[config.mk]
export PLATFORM = sky130hd
export DESIGN_NAME = rstwake_ctrl
export DESIGN_NICKNAME = d
export VERILOG_FILES = /design/src/rtl/rstwake_pkg.sv /design/src/rtl/rw_pin_filter.sv /design/src/rtl/rw_pulse_stretch.sv /design/src/rtl/rw_settle_count.sv /design/src/rtl/rstwake_ctrl.sv
export SDC_FILE = /design/constraint.sdc
export NUM_CORES = 1
export LEC_CHECK = 0
export ABC_AREA = 1
export BUFFER_PORTS_ARGS = -buffer_cell sky130_fd_sc_hd__buf_2
export CORE_AREA = 2 2 86 71
export DETAILED_ROUTE_END_ITERATION = 7
export DIE_AREA = 0 0 88 73
export GPL_TIMING_DRIVEN = 0
export PLACE_DENSITY_LB_ADDON = 0.3
export SYNTH_ARGS = -nofsm -noshare
export SYNTH_HDL_FRONTEND = slang
export SYNTH_HIERARCHICAL = 1
export SYNTH_SLANG_ARGS = --single-unit
[constraint.sdc]
create_clock -name clk_i -period 2.2 [get_ports clk_i]
set_input_delay 0.44 -clock clk_i [delete_from_list [all_inputs] [get_ports clk_i]]
set_output_delay 0.44 -clock clk_i [all_outputs]
set_load 0.02 [all_outputs]
[src/rtl/rstwake_pkg.sv]
package rstwake_pkg;
   typedef enum logic [1:0] {
      ST_HOLD  = 2'd0,
      ST_RUN   = 2'd1,
      ST_SLEEP = 2'd2,
      ST_WAKE  = 2'd3
   } rw_state_e;
endpackage

[src/rtl/rw_pin_filter.sv]
module rw_pin_filter #(
   parameter int SYNC_STAGES = 2,
   parameter int FILTER_LEN  = 4
) (
   input  logic clk_i,
   input  logic rst_n_i,
   input  logic raw_i,
   output logic filt_o
);
   localparam int FW = $clog2(FILTER_LEN + 1);

   logic smp;

   generate
      if (SYNC_STAGES == 0) begin : g_nosync
         assign smp = raw_i;
      end else begin : g_sync
         logic [SYNC_STAGES-1:0] sr_q;
         always_ff @(posedge clk_i or negedge rst_n_i) begin
            if (!rst_n_i) sr_q <= '0;
            else          sr_q <= {sr_q[SYNC_STAGES-2 >= 0 ? SYNC_STAGES-2 : 0 : 0], raw_i} & {SYNC_STAGES{1'b1}};
         end
         assign smp = sr_q[SYNC_STAGES-1];
      end
   endgenerate

   logic [FW-1:0] run_q;
   logic          filt_q;

   always_ff @(posedge clk_i or negedge rst_n_i) begin
      if (!rst_n_i) begin
         run_q  <= '0;
         filt_q <= 1'b0;
      end else if (smp == filt_q) begin
         run_q <= '0;
      end else if (run_q == FW'(FILTER_LEN - 1)) begin
         run_q  <= '0;
         filt_q <= smp;
      end else begin
         run_q <= run_q + 1'b1;
      end
   end

   assign filt_o = filt_q;
endmodule

[src/rtl/rw_pulse_stretch.sv]
module rw_pulse_stretch #(
   parameter int STRETCH = 2
) (
   input  logic clk_i,
   input  logic rst_n_i,
   input  logic pulse_i,
   output logic long_o
);
   localparam int SW = $clog2(STRETCH + 1);

   logic [SW-1:0] left_q;

   always_ff @(posedge clk_i or negedge rst_n_i) begin
      if (!rst_n_i)           left_q <= '0;
      else if (pulse_i)       left_q <= SW'(STRETCH);
      else if (left_q != '0)  left_q <= left_q - 1'b1;
   end

   assign long_o = (left_q != '0);
endmodule

[src/rtl/rw_settle_count.sv]
module rw_settle_count #(
   parameter int LIMIT = 4096
) (
   input  logic clk_i,
   input  logic rst_n_i,
   input  logic clr_i,
   input  logic en_i,
   output logic done_o
);
   localparam int CW = $clog2(LIMIT + 1);

   logic [CW-1:0] cnt_q;
   logic          full;

   assign full = (cnt_q == CW'(LIMIT));

   always_ff @(posedge clk_i or negedge rst_n_i) begin
      if (!rst_n_i)          cnt_q <= '0;
      else if (clr_i)        cnt_q <= '0;
      else if (en_i && !full) cnt_q <= cnt_q + 1'b1;
   end

   assign done_o = full;
endmodule

[src/rtl/rstwake_ctrl.sv]
module rstwake_ctrl
   import rstwake_pkg::*;
#(
   parameter int SYNC_STAGES = 2,
   parameter int FILTER_LEN  = 4,
   parameter int HOLD_CYCLES = 4096,
   parameter int WDT_STRETCH = 2
) (
   input  logic clk_i,
   input  logic por_n_i,
   input  logic pin_rst_n_i,
   input  logic wdt_rst_i,
   input  logic osc_ok_i,
   input  logic flash_done_i,
   input  logic pdown_i,
   input  logic wake_i,
   output logic sys_rst_n_o,
   output logic wake_done_o
);
   generate
      if (SYNC_STAGES < 0 || SYNC_STAGES > 4) begin : g_bad_sync
         $error("SYNC_STAGES must lie in 0..4");
      end
      if (FILTER_LEN < 2) begin : g_bad_filt
         $error("FILTER_LEN must be at least 2");
      end
      if (HOLD_CYCLES < 1) begin : g_bad_hold
         $error("HOLD_CYCLES must be at least 1");
      end
      if (WDT_STRETCH < 1) begin : g_bad_str
         $error("WDT_STRETCH must be at least 1");
      end
   endgenerate

   logic      pin_ok;
   logic      wdt_long;
   logic      req;
   logic      cnt_clr;
   logic      cnt_done;
   rw_state_e st_q, st_d;
   logic      wdone_q;

   rw_pin_filter #(
      .SYNC_STAGES (SYNC_STAGES),
      .FILTER_LEN  (FILTER_LEN)
   ) u_pin (
      .clk_i   (clk_i),
      .rst_n_i (por_n_i),
      .raw_i   (pin_rst_n_i),
      .filt_o  (pin_ok)
   );

   rw_pulse_stretch #(
      .STRETCH (WDT_STRETCH)
   ) u_wdt (
      .clk_i   (clk_i),
      .rst_n_i (por_n_i),
      .pulse_i (wdt_rst_i),
      .long_o  (wdt_long)
   );

   assign req     = !pin_ok || wdt_long;
   assign cnt_clr = req || (st_q == ST_SLEEP);

   rw_settle_count #(
      .LIMIT (HOLD_CYCLES)
   ) u_cnt (
      .clk_i   (clk_i),
      .rst_n_i (por_n_i),
      .clr_i   (cnt_clr),
      .en_i    (osc_ok_i),
      .done_o  (cnt_done)
   );

   always_comb begin
      st_d = st_q;
      unique case (st_q)
         ST_HOLD:  if (!req && osc_ok_i && cnt_done && flash_done_i) st_d = ST_RUN;
         ST_RUN:   if (req) st_d = ST_HOLD;
                   else if (pdown_i) st_d = ST_SLEEP;
         ST_SLEEP: if (req) st_d = ST_HOLD;
                   else if (wake_i) st_d = ST_WAKE;
         ST_WAKE:  if (req) st_d = ST_HOLD;
                   else if (cnt_done && osc_ok_i) st_d = ST_RUN;
         default:  st_d = ST_HOLD;
      endcase
   end

   always_ff @(posedge clk_i or negedge por_n_i) begin
      if (!por_n_i) begin
         st_q    <= ST_HOLD;
         wdone_q <= 1'b0;
      end else begin
         st_q    <= st_d;
         wdone_q <= (st_q == ST_WAKE) && (st_d == ST_RUN);
      end
   end

   assign sys_rst_n_o = (st_q != ST_HOLD);
   assign wake_done_o = wdone_q;
endmodule

# ---- After elaboration in Yosys (flattened, before gate mapping)
# Cells that the tools add are included.
dict set report word_totals {
  reg_bits 24
  in_bits 8
  output_inout_bits 2
  word_cells 49
}
dict set report op_classes {
  n_addsub 3
  n_eq_ne 7
  n_mux 14
  bitwise_logic 1
  n_reduce_logical 17
}
# op count
set ops {}
lappend ops {{$mux 13} 2}
lappend ops {{$mux 2} 9}
lappend ops {{$add 13x1->13 const B} 1}
lappend ops {{$eq 13x13->1 const B} 1}
lappend ops {{$pmux 2 s4} 1}
lappend ops {{$reduce_bool 2->1} 4}
lappend ops {{$logic_and 1x1->1} 6}
lappend ops {{$mux 3} 2}
lappend ops {{$eq 2x1->1 const B} 2}
lappend ops {{$eq 2x2->1 const B} 2}
lappend ops {{$add 3x1->3 const B} 1}
lappend ops {{$eq 3x2->1 const B} 1}
lappend ops {{$logic_not 1->1} 3}
lappend ops {{$logic_not 2->1} 1}
lappend ops {{$logic_or 1x1->1} 2}
lappend ops {{$reduce_and 2->1} 1}
lappend ops {{$sub 2x1->2 const B} 1}
lappend ops {{$eq 1x1->1} 1}
lappend ops {{$not 1->1} 1}

# ---- Depth between registers and ports, before layout
# Gate-level depths: netlist of run 1.
dict set report logic_depth {
  depth_word 10
  depth_mapped 9
  ltp_nobuf 9
}

# ---- Modules after synthesis
# The synthesis of run 1 kept the hierarchy.
# mod n_inst cells_each area_each_um2 seq_area_each_um2
set modules_own_cells {}
lappend modules_own_cells {rw_settle_count 1 148 973.4 325.3}
lappend modules_own_cells {rw_pin_filter 1 25 239.0 150.1}
lappend modules_own_cells {rstwake_ctrl 1 27 178.9 75.1}
lappend modules_own_cells {rw_pulse_stretch 1 14 122.6 50.0}

# ---- Worst setup path after synthesis of run 1
# Ideal clock, no wire load.
dict set report synth_path {
  path_type {register to register}
  from {reg u_wdt.left_q[0]}
  to {reg u_cnt.cnt_q[10]}
  setup_ps 66
  arrival_ps 1543
  required_ps 2134
  setup_slack_ps 591
  stages_incl_launch_ff 10
  path_buffers 1
  period_less_slack_ps 1609
  path_cell_list {dfrtp_1 inv_1 ha_1 inv_2 nor2_2 o21ai_0 clkinv_1 clkbuf_1 nand3_1 nand2_1}
}
dict set report synth_via {
  elab_chain_cells 4
  word_cells_on_any_way 5
  cone_classes {mux (1); reduce/logical (4)}
}
# item line_no
set synth_rtl {}
lappend synth_rtl {{from (decl)} rw_pulse_stretch.sv:11} ;# logic [SW-1:0] left_q;
lappend synth_rtl {{from (signal assigned)} rw_pulse_stretch.sv:15} ;# else if (pulse_i) left_q <= SW'(STRETCH);
lappend synth_rtl {{from (signal assigned)} rw_pulse_stretch.sv:16} ;# else if (left_q != '0) left_q <= left_q - 1'b1;
lappend synth_rtl {{$reduce_bool 2->1 *} rw_pulse_stretch.sv:19} ;# assign long_o = (left_q != '0);
lappend synth_rtl {{named net wdt_long} rstwake_ctrl.sv:36} ;# logic wdt_long;
lappend synth_rtl {{$logic_or 1x1->1 *} rstwake_ctrl.sv:62} ;# assign req = !pin_ok || wdt_long;
lappend synth_rtl {{$logic_or 1x1->1 *} rstwake_ctrl.sv:63} ;# assign cnt_clr = req || (st_q == ST_SLEEP);
lappend synth_rtl {{named net cnt_clr} rstwake_ctrl.sv:38} ;# logic cnt_clr;
lappend synth_rtl {{$mux 13 / $reduce_bool 2->1 (equally long branches)} -}
lappend synth_rtl {{to (signal assigned)} rw_settle_count.sv:20} ;# else if (en_i && !full) cnt_q <= cnt_q + 1'b1;
lappend synth_rtl {{to (decl)} rw_settle_count.sv:12} ;# logic [CW-1:0] cnt_q;
# The timed path passes the listed nets; every way through them passes the cells marked *.
# A chain may end at the register's enable or synchronous reset.

# ---- Worst setup path in the final report of run 1
dict set report layout_path {
  from {reg u_wdt.left_q[0]}
  to {reg u_cnt.cnt_q[5]}
}
# The elaborated chain is that of the path after synthesis.

==> results of run 1 <==
-- final timing paths --
check                                     start                   end
setup / recovery                u_wdt/left_q[0]        u_cnt/cnt_q[5]
hold / removal                          por_n_i        u_cnt/cnt_q[8]
setup reg to reg                u_wdt/left_q[0]        u_cnt/cnt_q[5]
hold reg to reg            u_pin/g_sync.sr_q[0]  u_pin/g_sync.sr_q[1]
max in group asynchronous               por_n_i        u_cnt/cnt_q[3]
min in group clk_i                  pin_rst_n_i  u_pin/g_sync.sr_q[0]
-- per-layer routing --
| metal | vias to the layer above | GRT usage |
|---|---|---|
| met2 | 21 | 0.173 |
| met1 | 608 | 0.164 |
| met3 | 5 | 0.0339 |
| met4 | 0 | 0.0359 |
| met5 | - | 0 |
| li1 | 700 | - |
-- cells in the final DEF (no fill, tap or decap), drive strengths merged --
master	instances
a21oi	1
and2	1
buf	11
bufinv	1
clkbuf	4
clkinv	1
dfrtp	24
ha	4
inv	28
nand2	69
nand3	31
nand4	10
nor2	34
nor3	1
o21ai	3
xor2	4
-- where the power goes --
group          switching (mW)  total (mW)  internal (mW)
registers              0.0267       0.510          0.483
logic                   0.171       0.260         0.0882
clock network           0.153       0.397          0.244
-- cells by family after synthesis --
group	after synthesis	synth area share
compound gates	4	0.0157
simple gates	146	0.446
flops	24	0.397
xor+xnor	4	0.0231
buf+inv	32	0.0851
fa+ha+maj	4	0.0331
-- worst reg2reg max path, cell delays in order (launching register included) --
cell and delay (ns):
dfrtp_1 0.39, inv_1 0.09, ha_1 0.21, inv_2 0.08
nor2_2 0.19, o21ai_0 0.15, clkinv_1 0.17, clkbuf_2 0.29
nand3_1 0.11, nand2_1 0.08
-- cells in the mapped netlist, drive strengths merged --
cell,instances
nand2,69
nor2,34
nand3,31
inv,28
dfrtp,24
nand4,10
ha,4
xor2,4
o21ai,3
buf,2
a21oi,1
and2,1
clkbuf,1
clkinv,1
nor3,1
-- per-stage QoR --
| stage | util | cells | hold slack [ns] | area, um^2 |
|---|---|---|---|---|
| final | 0.306 | 308 | 0.138 | 1730 |
| after global routing | 0.306 | 308 | 0.186 | 1730 |
| after CTS | 0.306 | 308 | 0.162 | 1730 |
| after detailed placement | 0.293 | 304 | 0.340 | 1660 |
| after global placement | 0.293 | 304 | 0.334 | 1660 |
| after floorplan | - | 214 | 0.144 | 1510 |
-- flip-flops by register name, summed over array words and instances (netlist names) --
register and flops:
u_wdt/left_q 2, u_cnt/cnt_q 13, u_pin/filt_o 1, u_pin/run_q 3, u_pin/g_sync.sr_q 2, wake_done_o 1
st_q 2
-- final cells by class --
type                    instances  area share
well taps                      81      0.0585
flip-flops and latches         24       0.347
inverters                      29      0.0628
multi-input cells             158       0.453
repair buffers                  9      0.0260
clock buffers                   3      0.0238
clock inverters                 1      0.0173
plain buffers                   3      0.0123
-- what timing repair did --
| action | 4_1_cts | 5_1_grt |
|---|---|---|
| gates resized for setup | 0 | 2 |
| buffers inserted | 0 | 0 |
| endpoints found under the setup margin | 0 | 5 |
==> metrics.md, run 1 <==
| Metric | Value |
|---|---|
| CTS buffer count | `3` |
| Pwr Total | `roughly 1.2 mW` |
| DIE HEIGHT | `between 70 and 80 um` |
| Num rows | `25` |
| Synthesis-to-finish area growth | `14.5%` |
| Clock Skew | `0.00681 ns` |
| Tightest Hold Check Type | `in -> async` |
| Synth Warn # | `6` |
| Vias in the first global route | `1271` |
| Met1 WL | `1720 um` |
| GPL Wtd Cong | `0.786` |
| WP data required | `between 2 and 2.5 ns` |
| Final WS setup | `between 0.3 and 0.4 ns` |
| GRT Resource Usage Total | `0.117` |
| # IOs | `10` |
| Reg2Reg Setup Slack | `~0.38 ns` |
| Cell variety after synth | `23` |
| CTS H-Tree Depth | `1` |
| CP endpoint kind | `flip-flop` |
| CTS Hold Bufs | `0` |
| Leakage power | `0.858 nW` |
| Multi-input gate area | `785 um^2` |
| Area contributors post-synth | `dfrtp_1 (40%), nand2_1 (15%), nand3_1 (9.3%), nor2_1 (6.9%), inv_1 (6.2%)` |
| Cells along the critical path | `inv_1 -> ha_1 -> inv_2 -> nor2_2 -> o21ai_0 -> clkinv_1 -> clkbuf_2 -> nand3_1 -> nand2_1` |
| Post-DP HPWL | `around 2400 um` |
| Delay-heaviest family, CP | `buffers and inverters` |
| Post-Route WL | `3310 um` |
| Setup violators final | `0` |
| Highest metal used | `met4` |
| CP max stage cell | `dfrtp_1` |
| Pwr Density | `673 nW/um^2` |
| Root buffer cell | `clkbuf_8` |
| Max clock buf depth | `2` |
| Fillers | `634` |
| DR pass1 iterations | `4` |
| Headroom to the max-slew limit | `0.634` |
| Routed wire per std cell | `10.7 um` |
| Final Cycle Share | `0.825` |
| Total core area | `approximately 5700 um^2` |
| Netlist Area Pre-Place | `1510 um^2` |
| Max-cap violations | `0` |
| Cells after Synth | `214` |
| ANT nets after route | `0` |
| CP startpoint kind | `flip-flop` |
| Worst-path fanout max | `10` |
| Yosys top cell by area | `dfrtp_1` |
| Initial Util | `0.267` |
| Share of post-route cells with drive strength above 1 | `0.163` |
| Clock latency on the worst-skew pair | `roughly 0.27 ns` |
| Yosys reg bits | `24` |
| Worst-path clk slew | `0.09 ns` |
| Final TNS setup | `0 ns` |
| Minimum clock period | `1.82 ns` |
| Hold Violations, Final | `0` |
| DRC errors left | `0` |
| Diodes inserted | `0` |
| Gr ovfl total | `0` |
| TritonCTS Sinks | `24` |
| Worst path depth | `9` |
| Worst Path Buf+Inv | `4` |
| Critical path class | `reg -> reg` |
| Worst path max stage delay | `0.39 ns` |
| Port Buffer Count | `9` |
| Dpl ws | `roughly 0.23 ns` |
| Metal3 WL | `139 um` |
| Syn_nets | `between 200 and 250` |
| Fmax | `about 550 MHz` |
| CP arrival | `2.03 ns` |
| Metal2 WL | `1430 um` |
| First-pass GRT wire length | `around 6000 um` |
| TritonCTS clock tree | `done` |
| Syn avg cell area | `7.07 um^2` |
| Yosys top cell area share | `0.397` |
| Final slew viol count | `0` |
| Register area | `601 um^2` |
| R2R depth | `9` |
| Drt first-iter violations | `132` |
| Tightest Pin Transition | `0.549 ns` |
| Via count | `1334` |
| DR vias/cell | `4.33` |
| Initial antenna violation count | `0` |
| Sequential share of the synthesized area | `0.397` |
| DIE WIDTH | `a little under 90 um` |
| Max VDD drop | `0.305 mV` |
| Pin count of the biggest net entering global routing | `25` |
| Layout Nets | `240` |
| Die area | `6420 um^2` |
| Status | `finished, final reports clean` |
| RSZ-0062 raised after global routing | `false` |
Power figures use the tool's default switching activity.
==> run 2: changes to the inputs <==
clock period = 1.7 ns   (was 2.2 ns; I/O delays follow)
==> metrics.md, run 2 (synthesized netlist as in run 1, its figures left out) <==
| Metric | Value |
|---|---|
| Status | `finished, final reports clean` |
| DIE WIDTH | `88 um (unchanged)` |
| Fmax | `642 MHz (+17%)` |
| Reg2Reg Setup Slack | `0.14 ns (-0.24 ns)` |
| Worst-path clk slew | `0.10 ns (about the same)` |
| DIE HEIGHT | `73 um (unchanged)` |
| Clock power frac | `0.328 (-0.012)` |
| Sw frac | `0.303 (+0.00204)` |
| WP data required | `1.86 ns (-0.55 ns)` |
| Leakage power | `0.896 nW (+4.4%)` |
| Layout Nets | `244 (+1.7%)` |
| Post-Route WL | `3380 um (+2.4%)` |
| DR vias/cell | `4.32 (-0.25%)` |
| Most frequent cells in the layout | `nand2_1 (61), nor2_1 (28), nand3_1 (28)` |
| Max-cap violations | `0 (unchanged)` |
| Critical path class | `reg -> reg` |
| Seq pwr share | `0.420 (-0.017)` |
| CTS buffer count | `3 (unchanged)` |
| CP arrival | `1.72 ns (-0.31 ns)` |
| DRC errors left | `0 (unchanged)` |
| Final Cycle Share | `0.916 (+0.0912)` |
| Reg2Reg Launch Point | `u_wdt/left_q[0]` |
| Max clock buf depth | `2 (unchanged)` |
| Setup violators final | `0 (unchanged)` |
| Tightest Hold Check Type | `in -> async` |
| Headroom to the max-slew limit | `0.632 (-0.00220)` |
| R2R Path End | `u_cnt/cnt_q[5]` |
| Hold Violations, Final | `0 (unchanged)` |
| Worst-path fanout max | `10 (unchanged)` |
| First-pass GRT wire length | `5870 um (+0.10%)` |
| TritonCTS Sinks | `24 (unchanged)` |
| CP startpoint kind | `flip-flop` |
| R2R depth | `9 (unchanged)` |
| Top reg by flops | `u_cnt/cnt_q` |
| Tightest Pin Transition | `0.552 ns (+0.00330 ns)` |
| Final WS setup | `0.142 ns (-0.243 ns)` |
| Root buffer cell | `clkbuf_8` |
| TritonCTS clock tree | `done` |
| Clock latency on the worst-skew pair | `0.28 ns (about the same)` |
| CTS H-Tree Depth | `1 (unchanged)` |
| Clock Skew | `0.00845 ns (+0.00164 ns)` |
| Commonest non-fill, non-tap cell in the layout | `nand2_1` |
| DR pass1 iterations | `4 (unchanged)` |
| Max FFs per register | `13 (unchanged)` |
| CP endpoint kind | `flip-flop` |
| GRT Resource Usage Total | `0.117 (unchanged)` |
| Gr ovfl total | `0 (unchanged)` |
| P_sw | `0.478 mW (+36%)` |
| Total core area | `5660 um^2 (unchanged)` |
| Design area | `1790 um^2 (+3.2%)` |
| Initial antenna violation count | `0 (unchanged)` |
| Via count | `1348 (+1.0%)` |
| Final slew viol count | `0 (unchanged)` |
| Comb pwr share | `0.252 (+0.029)` |
| Biggest regs | `u_cnt/cnt_q (13), u_pin/run_q (3)` |
| Post-DP HPWL | `2400 um (unchanged)` |
| Pin count of the biggest net entering global routing | `25 (unchanged)` |
| Minimum clock period | `1.56 ns (-0.257 ns)` |
| Vias in the first global route | `1276 (+0.39%)` |
| Share of post-route cells with drive strength above 1 | `0.190 (+0.0275)` |
| # IOs | `10 (unchanged)` |
| P_int | `1.10 mW (+35%)` |
| Pwr Density | `880 nW/um^2 (+31%)` |
| Synthesis-to-finish area growth | `18.1%` |
| Drt first-iter violations | `121 (-8.3%)` |
| Max VDD drop | `0.394 mV (+29%)` |
| Port Buffer Count | `9 (unchanged)` |
| ANT nets after route | `0 (unchanged)` |
| Routed wire per std cell | `10.8 um (+1.0%)` |
| Initial Util | `0.267 (unchanged)` |
| GPL Wtd Cong | `0.786 (unchanged)` |
| Placement Cell Area | `1660 um^2 (unchanged)` |
| Dpl ws | `-0.275 ns (-0.500 ns)` |
| Diodes inserted | `0 (unchanged)` |
| Die area | `6420 um^2 (unchanged)` |
| Num rows | `25 (unchanged)` |
-- run 2: cell types whose count changed in the layout (fill, tap and decap cells not counted), sizes merged --
| cell | delta |
|---|---|
| buf | +5 |
| clkbuf | -1 |
-- run 2: worst max-delay path: stages, from the launching register on --
cell and delay [ns]:
dfrtp_1 0.36, inv_1 0.07, ha_1 0.23, inv_2 0.10, nor2_4 0.06, o21ai_1 0.13, clkinv_2 0.18, buf_6 0.18
nand3_1 0.08, nand2_1 0.06
-- run 2: power by group through the flow --
stage          logic, mW  clock network, mW  registers (mW)
6_report           0.397              0.516           0.661
3_5_place_dp       0.339                  0           0.672
4_1_cts            0.349              0.541           0.661
3_3_place_gp       0.333                  0           0.671
2_1_floorplan      0.261                  0           0.663
5_1_grt            0.452              0.561           0.670
-- run 2: how the worst max path moves through the flow --
stage                    start               to  slack (ns)  cells past startpoint
4_1_cts        u_wdt/left_q[0]   u_cnt/cnt_q[5]      0.0006                      9
6_report       u_wdt/left_q[0]   u_cnt/cnt_q[5]        0.14                      9
2_1_floorplan  u_wdt/left_q[0]  u_cnt/cnt_q[10]        0.09                      9
3_5_place_dp   u_wdt/left_q[0]   u_cnt/cnt_q[5]       -0.27                      9
5_1_grt        u_wdt/left_q[0]   u_cnt/cnt_q[5]       -0.02                      9
3_3_place_gp   u_wdt/left_q[0]   u_cnt/cnt_q[5]       -0.26                      9
-- run 2: layout make-up --
class / instances / area (um^2)
fillers: 633 / 3870
multi-input cells: 158 / 800
flip-flops and latches: 24 / 601
inverters: 29 / 110
well taps: 81 / 101
repair buffers: 13 / 75.1
clock buffers: 3 / 41.3
clock inverters: 1 / 30.0
plain buffers: 3 / 30.0
-- run 2: layer usage --
metal	wire length, um	track usage	vias up
met4	24	0.0376	0
met5	0	0	-
li1	-	-	708
met2	1480	0.172	23
met3	155	0.0339	5
met1	1720	0.164	612
-- run 2: stage by stage --
step | total power [mW] | hold slack, ns | TNS, ns | utilization | std cells
4_1_cts | 1.55 | 0.0623 | 0 | 0.308 | 308
5_1_grt | 1.68 | 0.0859 | -0.0741 | 0.316 | 312
2_1_floorplan | 0.924 | 0.0444 | 0 | - | 214
6_report | 1.57 | 0.0357 | 0 | 0.316 | 312
3_5_place_dp | 1.01 | 0.340 | -2.67 | 0.293 | 304
3_3_place_gp | 1.00 | 0.334 | -2.53 | 0.293 | 304
-- run 2: timing repair --
action	CTS	global route
endpoints found under the setup margin	12	13
hold endpoints to repair	0	0
buffers inserted	0	4
hold buffers	0	0
gates resized for setup	5	7
==> run 3: changes to the inputs <==
ABC_AREA = 0   (was 1)
CORE_AREA = 2 2 77 64   (was 2 2 86 71)
DIE_AREA = 0 0 79 66   (was 0 0 88 73)
==> metrics.md, run 3 <==
| Metric | Value |
|---|---|
| Largest family of logic cells by synthesized area | `simple AND/OR/NAND/NOR gates` |
| Final Cycle Share | `0.910 (-0.00644)` |
| Xor/xnor cell area share of the yosys netlist | `0.0869 (+0.0637)` |
| Utilization after layout | `0.325 (+0.00939)` |
| Pwr Density | `982 nW/um^2 (+12%)` |
| Worst-path fanout max | `5 (-5)` |
| CTS buffer count | `3 (unchanged)` |
| Reg2Reg Launch Point | `u_cnt/cnt_q[1]` |
| Initial antenna violation count | `0 (unchanged)` |
| Layout Nets | `142 (-42%)` |
| GPL Wtd Cong | `0.784 (-0.24%)` |
| Total core area | `4460 um^2 (-21%)` |
| Biggest regs | `u_cnt/cnt_q (13), u_pin/run_q (3)` |
| Minimum clock period | `1.55 ns (-0.0109 ns)` |
| Hold Violations, Final | `0 (unchanged)` |
| Final slew viol count | `0 (unchanged)` |
| # IOs | `10 (unchanged)` |
| Status | `finished, final reports clean` |
| Netlist Area Pre-Place | `1210 um^2 (-20%)` |
| CP endpoint kind | `flip-flop` |
| Setup violators final | `0 (unchanged)` |
| Pin count of the biggest net entering global routing | `25 (unchanged)` |
| Headroom to the max-slew limit | `0.637 (+0.00484)` |
| Synthesis-to-finish area growth | `19.9%` |
| Sequential share of the synthesized area | `0.496 (+0.0997)` |
| GRT Resource Usage Total | `0.0912 (-0.0256)` |
| Commonest non-fill, non-tap cell in the layout | `dfrtp_1` |
| Num rows | `22 (-12%)` |
| Reg2Reg Setup Slack | `0.15 ns (about the same)` |
| Cell variety after synth | `35 (+52%)` |
| Yosys top cell by area | `dfrtp_1` |
| DRC errors left | `0 (unchanged)` |
| Post-DP HPWL | `1530 um (-36%)` |
| Simple-Gate Fraction of Synth Area | `0.271 (-0.175)` |
| Max VDD drop | `0.567 mV (+44%)` |
| DR pass1 iterations | `4 (unchanged)` |
| Cells after Synth | `115 (-46%)` |
| Diodes inserted | `0 (unchanged)` |
| Tightest Hold Check Type | `in -> async` |
| Port Buffer Count | `9 (unchanged)` |
| WP data required | `1.85 ns (about the same)` |
| Commonest cells post-synth | `dfrtp_1 (24), nor2_1 (17), xnor2_1 (9)` |
| Leakage power | `0.593 nW (-34%)` |
| Max-cap violations | `0 (unchanged)` |
| Post-synth EDFFs | `0 (unchanged)` |
| Area contributors post-synth | `dfrtp_1 (50%), xnor2_1 (6.5%), nor2_1 (5.3%), ha_1 (4.1%), nor4_2 (3.1%)` |
| CP startpoint kind | `flip-flop` |
| Share of synthesized area spent on multiplexers | `0.0176 (+0.0176)` |
| Clock Skew | `0.00133 ns (-0.00712 ns)` |
| Max FFs per register | `13 (unchanged)` |
| Share of post-route cells with drive strength above 1 | `0.233 (+0.0421)` |
| Via count | `825 (-39%)` |
| Die area | `5210 um^2 (-19%)` |
| Register area | `601 um^2 (unchanged)` |
| DIE WIDTH | `79 um (-10%)` |
| Root buffer cell | `clkbuf_8` |
| Top reg by flops | `u_cnt/cnt_q` |
| Yosys reg bits | `24 (unchanged)` |
| Final TNS setup | `0 ns (unchanged)` |
| Fillers | `466 (-26%)` |
| Dominant cell by count in the synthesized netlist | `dfrtp_1` |
| CP max stage cell | `dfrtp_1` |
| Tightest Pin Transition | `0.545 ns (-0.00726 ns)` |
| CP arrival | `1.70 ns (-0.02 ns)` |
| DR vias/cell | `4.37 (+1.0%)` |
| Routed wire per std cell | `10.9 um (+0.37%)` |
| Gr ovfl total | `0 (unchanged)` |
| Syn_nets | `127 (-44%)` |
| Async set-reset flop share out of synthesis | `1.00 (unchanged)` |
| Max clock buf depth | `2 (unchanged)` |
| R2R depth | `7 (-2)` |
| Initial Util | `0.271 (+0.00392)` |
| Yosys top cell area share | `0.496 (+0.0997)` |
| Post-Route WL | `2060 um (-39%)` |
| R2R Path End | `st_q[1]` |
| TritonCTS clock tree | `done` |
| TritonCTS Sinks | `24 (unchanged)` |
| RSZ-0062 raised after global routing | `false` |
| Multi-input gate area | `611 um^2 (-24%)` |
| Fmax | `647 MHz (+0.71%)` |
| CTS H-Tree Depth | `1 (unchanged)` |
| Worst-path clk slew | `0.08 ns (-0.02 ns)` |
| DIE HEIGHT | `66 um (-9.6%)` |
| Synth Warn # | `6 (unchanged)` |
| Worst path max stage delay | `0.43 ns (+0.07 ns)` |
| Syn avg cell area | `10.5 um^2 (+49%)` |
| Vias in the first global route | `822 (-36%)` |
| Pwr Total | `1.42 mW (-9.5%)` |
| Drt first-iter violations | `17 (-86%)` |
| Cells along the critical path | `inv_1 -> ha_1 -> nor4b_4 -> and3_4 -> nand3_1 -> a22oi_1 -> nor2_1` |
| Synth Area in Adders | `0.0414 (+0.00831)` |
| First-pass GRT wire length | `3660 um (-38%)` |
| Critical path class | `reg -> reg` |
| Most frequent cells in the layout | `dfrtp_1 (24), nor2_1 (17), buf_2 (11)` |
| ANT nets after route | `0 (unchanged)` |
| Top_reg_cell synth | `dfrtp_1` |
| Clock latency on the worst-skew pair | `0.26 ns (-0.02 ns)` |
| Complex-gate fraction of the synthesized area | `0.0548 (+0.0391)` |
==> run 3: changes by cell type in the layout (fill, tap and decap cells not counted), sizes merged, moves of 4 or more <==
| cell | delta |
|---|---|
| nand2 | -64 |
| nand3 | -26 |
| inv | -20 |
| nor2 | -17 |
| xnor2 | +9 |
| nand4 | -6 |
| nor3 | +5 |
| buf | -4 |
| nor4 | +4 |
==> run 3: metrics by stage <==
step / instances / setup slack, ns / hold slack [ns] / instance area [um^2]
2_1_floorplan: 115 / 0.176 / 0.0444 / 1210
3_5_place_dp: 184 / -0.0877 / 0.341 / 1330
5_1_grt: 189 / 0.0232 / 0.0831 / 1450
3_3_place_gp: 184 / -0.0393 / 0.338 / 1330
4_1_cts: 188 / 0.0690 / 0.0624 / 1410
6_report: 189 / 0.153 / 0.0522 / 1450
==> run 3: layout make-up <==
| class | instances | area share |
|---|---|---|
| clock buffers | 3 | 0.0285 |
| flip-flops and latches | 24 | 0.414 |
| plain buffers | 2 | 0.00690 |
| inverters | 8 | 0.0207 |
| multi-input cells | 81 | 0.421 |
| clock inverters | 1 | 0.0207 |
| well taps | 60 | 0.0518 |
| repair buffers | 10 | 0.0362 |
==> run 3: metal layers <==
layer  up-vias  GRT usage  part of all wire  wire, um
li1        421          -                 -         -
met1       397      0.120              0.52      1060
met2         5      0.138              0.44       909
met3         2     0.0328             0.029        59
met4         0     0.0323             0.013        27
met5         -          0                 0         0
==> run 3: worst max path at each step <==
| stage | from | to | slack [ns] |
|---|---|---|---|
| CTS | u_cnt/cnt_q[0] | st_q[1] | 0.07 |
| global placement | u_cnt/cnt_q[0] | st_q[1] | -0.04 |
| global route | u_cnt/cnt_q[1] | st_q[1] | 0.02 |
| floorplan | u_cnt/cnt_q[0] | st_q[1] | 0.18 |
| finish | u_cnt/cnt_q[1] | st_q[1] | 0.15 |
| detailed placement | u_cnt/cnt_q[0] | st_q[1] | -0.09 |
==> run 3: report_power, final <==
part           switching [mW]  leakage (nW)  internal, mW
Combinational           0.136         0.236         0.137
Clock                   0.173        0.0357         0.314
Sequential             0.0365         0.321         0.628
==> run 3: cells by family after synthesis <==
logic type / Yosys count
flip-flops: 24
XOR/XNOR: 12
adder cells (fa/ha/maj): 4
multiplexers: 2
AND/OR/NAND/NOR: 53
buffers and inverters: 10
AO/OA/AOI/OAI: 10
==> run 3: timing repair <==
action	CTS	global route
cloned	0	0
hold buffers	0	0
pin swaps	0	0
endpoints found under the setup margin	14	12
setup buffers	0	1
resized for setup	2	7
==> run 3: critical path: cells and delay by family (launching register included) <==
kind / cells / cell delay [ns]
flip-flops: 1 / 0.43
AND/OR/NAND/NOR: 4 / 0.65
buffers and inverters: 1 / 0.07
AO/OA/AOI/OAI: 1 / 0.15
adder cells (fa/ha/maj): 1 / 0.14
